### src/rtl/dphy_bringup_pkg.sv
package dphy_bringup_pkg;

    localparam int RATE_W  = 11;
    localparam int CODE_W  = 6;
    localparam int N_BANDS = 39;
    localparam logic [7:0] HSRANGE_TEST_CODE = 8'h44;

    typedef enum logic [3:0] {
        ST_IDLE,
        ST_CLK_OFF,
        ST_PWR_OFF,
        ST_RST_ON,
        ST_CLR_ON,
        ST_REQ_ZERO,
        ST_CLR_OFF,
        ST_CLK_ON,
        ST_PWR_ON,
        ST_RST_OFF,
        ST_LOCK_WAIT,
        ST_CHECK,
        ST_TM_WAIT
    } seq_state_e;

    typedef struct packed {
        logic [RATE_W-1:0] limit;
        logic [CODE_W-1:0] code;
    } band_t;

    // Ascending thresholds; order matters for the first-match search.
    function automatic band_t band_at(input int idx);
        band_t b;
        case (idx)
            0:  b = {11'd90,   6'h00};
            1:  b = {11'd100,  6'h10};
            2:  b = {11'd110,  6'h20};
            3:  b = {11'd130,  6'h01};
            4:  b = {11'd140,  6'h11};
            5:  b = {11'd150,  6'h21};
            6:  b = {11'd170,  6'h02};
            7:  b = {11'd180,  6'h12};
            8:  b = {11'd200,  6'h22};
            9:  b = {11'd220,  6'h03};
            10: b = {11'd240,  6'h13};
            11: b = {11'd250,  6'h23};
            12: b = {11'd270,  6'h04};
            13: b = {11'd300,  6'h14};
            14: b = {11'd330,  6'h05};
            15: b = {11'd360,  6'h15};
            16: b = {11'd400,  6'h25};
            17: b = {11'd450,  6'h06};
            18: b = {11'd500,  6'h16};
            19: b = {11'd550,  6'h07};
            20: b = {11'd600,  6'h17};
            21: b = {11'd650,  6'h08};
            22: b = {11'd700,  6'h18};
            23: b = {11'd750,  6'h09};
            24: b = {11'd800,  6'h19};
            25: b = {11'd850,  6'h29};
            26: b = {11'd900,  6'h39};
            27: b = {11'd950,  6'h0a};
            28: b = {11'd1000, 6'h1a};
            29: b = {11'd1050, 6'h2a};
            30: b = {11'd1100, 6'h3a};
            31: b = {11'd1150, 6'h0b};
            32: b = {11'd1200, 6'h1b};
            33: b = {11'd1250, 6'h2b};
            34: b = {11'd1300, 6'h3b};
            35: b = {11'd1350, 6'h0c};
            36: b = {11'd1400, 6'h1c};
            37: b = {11'd1450, 6'h2c};
            default: b = {11'd1500, 6'h3c};
        endcase
        return b;
    endfunction

    // First entry whose limit covers the rate; saturates on the last entry.
    function automatic logic [CODE_W-1:0] range_for(input logic [RATE_W-1:0] mbps);
        logic [CODE_W-1:0] c;
        c = band_at(N_BANDS-1).code;
        for (int i = N_BANDS-1; i >= 0; i--) begin
            if (mbps <= band_at(i).limit) c = band_at(i).code;
        end
        return c;
    endfunction

    function automatic logic [7:0] place_range(input logic [CODE_W-1:0] c);
        return {1'b0, c, 1'b0};
    endfunction

endpackage

### src/rtl/dphy_rate_lookup.sv
module dphy_rate_lookup
    import dphy_bringup_pkg::*;
(
    input  logic [RATE_W-1:0] rate,
    output logic [CODE_W-1:0] code
);
    always_comb code = range_for(rate);
endmodule

### src/rtl/dphy_settle_timer.sv
module dphy_settle_timer #(
    parameter int W = 8
) (
    input  logic         clk,
    input  logic         rst,
    input  logic         load,
    input  logic [W-1:0] load_val,
    output logic         expired
);
    logic [W-1:0] cnt;

    always_ff @(posedge clk) begin
        if (rst)             cnt <= '0;
        else if (load)       cnt <= load_val;
        else if (cnt != '0)  cnt <= cnt - 1'b1;
    end

    assign expired = (cnt == '0);
endmodule

### src/rtl/dphy_bringup_seq.sv
module dphy_bringup_seq
    import dphy_bringup_pkg::*;
#(
    parameter int SETTLE_CYC    = 250,
    parameter int LOCK_WAIT_CYC = 375000,
    parameter int NLANES        = 4
) (
    input  logic              clk,
    input  logic              rst,
    input  logic              start,
    input  logic [RATE_W-1:0] lane_mbps,
    input  logic              lane_clk_stop,
    input  logic              lane0_stop,
    input  logic [NLANES-1:0] fstop_in,
    input  logic [NLANES-1:0] frx_in,
    input  logic              tm_done,
    output logic              phy_clk_en,
    output logic              phy_pwr_on,
    output logic              phy_rst_n,
    output logic              phy_tif_clr,
    output logic [NLANES-1:0] fstop_out,
    output logic [NLANES-1:0] frx_out,
    output logic              tm_req,
    output logic [7:0]        tm_code,
    output logic [7:0]        tm_data,
    output logic              busy,
    output logic              done,
    output logic              error
);
    localparam int LONGEST = (SETTLE_CYC > LOCK_WAIT_CYC) ? SETTLE_CYC : LOCK_WAIT_CYC;
    localparam int TMR_W   = $clog2(LONGEST + 1);
    localparam logic [TMR_W-1:0] SETTLE_LD = TMR_W'(SETTLE_CYC - 1);
    localparam logic [TMR_W-1:0] LOCK_LD   = TMR_W'(LOCK_WAIT_CYC - 1);

    seq_state_e        st, st_nx;
    logic              tmr_load;
    logic [TMR_W-1:0]  tmr_val;
    logic              tmr_exp;
    logic [RATE_W-1:0] rate_q;
    logic [CODE_W-1:0] range_code;
    logic              lanes_ok;

    assign lanes_ok = lane_clk_stop && lane0_stop;

    dphy_settle_timer #(.W(TMR_W)) u_timer (
        .clk      (clk),
        .rst      (rst),
        .load     (tmr_load),
        .load_val (tmr_val),
        .expired  (tmr_exp)
    );

    dphy_rate_lookup u_lookup (
        .rate (rate_q),
        .code (range_code)
    );

    always_comb begin
        st_nx    = st;
        tmr_load = 1'b0;
        tmr_val  = SETTLE_LD;
        case (st)
            ST_IDLE: begin
                if (start) begin
                    st_nx    = ST_CLK_OFF;
                    tmr_load = 1'b1;
                end
            end
            ST_CLK_OFF, ST_PWR_OFF, ST_RST_ON, ST_CLR_ON,
            ST_REQ_ZERO, ST_CLR_OFF, ST_CLK_ON, ST_PWR_ON: begin
                if (tmr_exp) begin
                    st_nx    = seq_state_e'(st + 4'd1);
                    tmr_load = 1'b1;
                end
            end
            ST_RST_OFF: begin
                if (tmr_exp) begin
                    st_nx    = ST_LOCK_WAIT;
                    tmr_load = 1'b1;
                    tmr_val  = LOCK_LD;
                end
            end
            ST_LOCK_WAIT: begin
                if (tmr_exp) st_nx = ST_CHECK;
            end
            ST_CHECK: begin
                st_nx = lanes_ok ? ST_TM_WAIT : ST_IDLE;
            end
            ST_TM_WAIT: begin
                if (tm_done) st_nx = ST_IDLE;
            end
            default: st_nx = ST_IDLE;
        endcase
    end

    always_ff @(posedge clk) begin
        if (rst) begin
            st          <= ST_IDLE;
            phy_clk_en  <= 1'b0;
            phy_pwr_on  <= 1'b0;
            phy_rst_n   <= 1'b0;
            phy_tif_clr <= 1'b0;
            fstop_out   <= '0;
            frx_out     <= '0;
            done        <= 1'b0;
            error       <= 1'b0;
            rate_q      <= '0;
        end else begin
            st <= st_nx;
            if (st == ST_IDLE) begin
                fstop_out <= fstop_in;
                frx_out   <= frx_in;
                if (start) begin
                    done   <= 1'b0;
                    error  <= 1'b0;
                    rate_q <= lane_mbps;
                end
            end
            if (st != st_nx) begin
                case (st_nx)
                    ST_CLK_OFF:  phy_clk_en  <= 1'b0;
                    ST_PWR_OFF:  phy_pwr_on  <= 1'b0;
                    ST_RST_ON:   phy_rst_n   <= 1'b0;
                    ST_CLR_ON:   phy_tif_clr <= 1'b1;
                    ST_REQ_ZERO: begin
                        fstop_out <= '0;
                        frx_out   <= '0;
                    end
                    ST_CLR_OFF:  phy_tif_clr <= 1'b0;
                    ST_CLK_ON:   phy_clk_en  <= 1'b1;
                    ST_PWR_ON:   phy_pwr_on  <= 1'b1;
                    ST_RST_OFF:  phy_rst_n   <= 1'b1;
                    default: ;
                endcase
            end
            if (st == ST_CHECK && !lanes_ok) begin
                done  <= 1'b1;
                error <= 1'b1;
            end
            if (st == ST_TM_WAIT && tm_done) done <= 1'b1;
        end
    end

    assign busy    = (st != ST_IDLE);
    assign tm_req  = (st == ST_TM_WAIT);
    assign tm_code = HSRANGE_TEST_CODE;
    assign tm_data = place_range(range_code);

endmodule

### config.mk
export PLATFORM = sky130hd
export DESIGN_NAME = dphy_bringup_seq
export DESIGN_NICKNAME = d
export VERILOG_FILES = /design/src/rtl/dphy_bringup_pkg.sv /design/src/rtl/dphy_rate_lookup.sv /design/src/rtl/dphy_settle_timer.sv /design/src/rtl/dphy_bringup_seq.sv
export SDC_FILE = /design/constraint.sdc
export NUM_CORES = 1
export LEC_CHECK = 0
export ABC_AREA = 1
export BUFFER_PORTS_ARGS = -buffer_cell sky130_fd_sc_hd__buf_2
export CAP_MARGIN = 20
export CORE_AREA = 2 2 111 113
export CTS_CLUSTER_DIAMETER = 100
export DETAILED_ROUTE_END_ITERATION = 8
export DIE_AREA = 0 0 113 115
export PLACE_DENSITY = 0.56
export SYNTH_ARGS = -nofsm -noshare
export SYNTH_HDL_FRONTEND = slang
export SYNTH_SLANG_ARGS = --single-unit
### constraint.sdc
create_clock -name clk -period 8.8 [get_ports clk]
set_input_delay 0 -clock clk [delete_from_list [all_inputs] [get_ports clk]]
set_output_delay 0 -clock clk [all_outputs]
set_load 0.02 [all_outputs]
==> results.json <==
{
  "status": "finished, violations left",
  "violations": "DRC",
  "synth-edff-count": 0,
  "root_buffer": "clkbuf_16",
  "r2r-start": "u_timer.cnt[0]",
  "utilization": 0.384,
  "fin_cells": 861,
  "dp_cells": 845,
  "yosysWarnings": 0,
  "synth.top_cells.by_area": "dfxtp_1 24%, nand2_1 12%, nor2_1 11%",
  "cts_setup_buffers": 0,
  "initial_utilization": 0.341,
  "final_common_cell": "nand2_1",
  "finalSetupViolCount": 0,
  "wl_per_cell_um": 17.0,
  "layout-drive-gt1-share": 0.104,
  "ir_drop_uv": 110,
  "dp_hpwl_um": 11200,
  "grt_usage": 0.227,
  "cp_max_fo": 11,
  "r2r_cells": 21,
  "htree_levels": 2,
  "synth.avg_cell_area_um2": 6.00,
  "coreArea_mm2": 0.0118,
  "max_stage_delay_ns": 0.62,
  "grt_pass1_vias": 4556,
  "maxCapViolCount": 0,
  "p_total_uw": 819,
  "async_flop_share": 0,
  "rrSetupSlack_ns": 5.21,
  "ctsResizeCount": 0,
  "ys_types": 47,
  "worst_slack_ns": 5.11,
  "hold_viol": 0,
  "period_share": 0.419,
  "insertion_delay_ns": 0.29,
  "cts_tree": "built",
  "crit_path_end": "tm_data[5]",
  "mostFrequentLayoutCells": "124 x nand2_1, 123 x nor2_1, 96 x inv_1",
  "antenna_found_initial": 0,
  "worst_slew_pin_slew_ns": 0.893,
  "antenna_left": 0,
  "grt_overflow": 0,
  "crit_top_cell": "nand2_1",
  "path_class": "flip-flop to primary output",
  "slew_viol_final": 0,
  "drc": 3,
  "clock_skew_ns": 0.00639,
  "ios": 57,
  "chipWidth_um": 113,
  "reg2reg_to": "phy_clk_en",
  "hold_path.class": "input port to flip-flop",
  "crit_slowest_cell": "dfxtp_1",
  "area_growth_pct": 12.7,
  "ys_ff_latch": 48,
  "end_kind": "primary output",
  "grt_setup_unrepaired": "no",
  "syn_area_mm2": 0.00403,
  "cts_buffers": 5,
  "antennaDiodeCount": 0,
  "vias_per_cell": 5.65,
  "period_needed_ns": 3.69,
  "final_nets": 745,
  "yosysSeqAreaShare": 0.239,
  "routed_wirelength_um": 14700,
  "crit_arrival_ns": 3.69,
  "grt_pass1_wl_um": 23800,
  "die-height_um": 115,
  "syn-instance-count": 671,
  "grt_max_degree": 30,
  "drt_iter0_markers": 437,
  "power_leakage_nw": 2.12,
  "path_clk_slew_ns": 0.07,
  "pre_cts_ws_ns": 5.25,
  "synthFlopType": "dfxtp_1",
  "via_count": 4863,
  "powerDensity_mw_per_mm2": 180,
  "crit_path_start_kind": "flip-flop",
  "clock.fmax_mhz": 271,
  "yosys.area.top_type": "dfxtp_1",
  "die_area_mm2": 0.0130,
  "globalplace.congestion": 1.11,
  "cts.sinks": 48,
  "rows": 40,
  "finalSetupTns_ns": 0,
  "relSlewSlack": 0.405,
  "drt-pass1-iter-count": 9,
  "worstSetupStartpoint": "rate_q[5]",
  "portBuffers": 46,
  "hold_path_startpoint": "lane_mbps[6]",
  "yosysTopAreaCellShare": 0.239,
  "critPathRequiredTime_ns": 8.80,
  "clockBufferDepth": 2
}
## cell families after synthesis
family | count (synthesis) | share of synthesized area
simple gates | 329 | 0.357
compound gates | 143 | 0.217
buf+inv | 129 | 0.136
flops | 48 | 0.239
xor+xnor | 13 | 0.0283
fa+ha+maj | 7 | 0.0218
other cells | 2 | 0.00187
## state kept, by name, indices dropped and copies added, names as in the netlist
register,count
done,1
phy_rst_n,1
error,1
u_timer.cnt,19
st,4
phy_tif_clr,1
fstop_out,4
frx_out,4
phy_clk_en,1
phy_pwr_on,1
rate_q,11
## per-layer routing
layer,track usage,share of wire
met2,0.388,0.47
met4,0.129,0.055
met1,0.272,0.39
met3,0.0374,0.085
met5,0,0
## worst min-delay path by stage
stage / cells after the start / slack, ns / end
after floorplan: 2 / 0.15 / frx_out[0]
after global placement: 3 / 0.24 / fstop_out[0]
after detailed placement: 3 / 0.24 / frx_out[2]
after CTS: 3 / 0.0008 / rate_q[4]
after global routing: 3 / 0.02 / rate_q[6]
final: 3 / 0.002 / rate_q[6]
## worst max-delay path, delay by kind of cell, from the launching register on
family / cells / cell delay [ns]
AND/OR/NAND/NOR: 32 / 2.24
buffers and inverters: 2 / 0.41
flip-flops: 1 / 0.62
AO/OA/AOI/OAI: 1 / 0.12
## cell usage after synthesis (all sizes together) (9+ instances only)
cell type    n
nor2       128
nand2      126
inv        101
dfxtp       48
a21oi       44
o21ai       40
nand3       32
nor3        26
buf         20
xor2        11
a31oi       10
o211ai      10
o31ai        9
## power breakdown
part	total (mW)	internal (mW)	switching [mW]
sequential	0.271	0.240	0.0308
combinational	0.353	0.108	0.245
clock	0.195	0.113	0.0817
total	0.819	0.461	0.358
## stage by stage
step,hold slack (ns),cell area [um2]
after floorplan,0.152,4060
after global placement,0.239,4310
after detailed placement,0.245,4310
after CTS,0.000793,4540
after global routing,0.0162,4540
final,0.00152,4540
## layout make-up
| cell class | count | area (um2) |
|---|---|---|
| multi-input cells | 502 | 2550 |
| clock inverters | 1 | 7.51 |
| well taps | 147 | 184 |
| repair buffers | 54 | 310 |
| fillers | 1313 | 7270 |
| clock buffers | 7 | 143 |
| inverters | 102 | 385 |
| flip-flops and latches | 48 | 961 |
## timing repair
action | in CTS | in global routing
endpoints found under the hold margin | 8 | 0
hold buffers | 8 | 0
setup endpoints to repair | 0 | 0
Power figures use the tool's default switching activity.
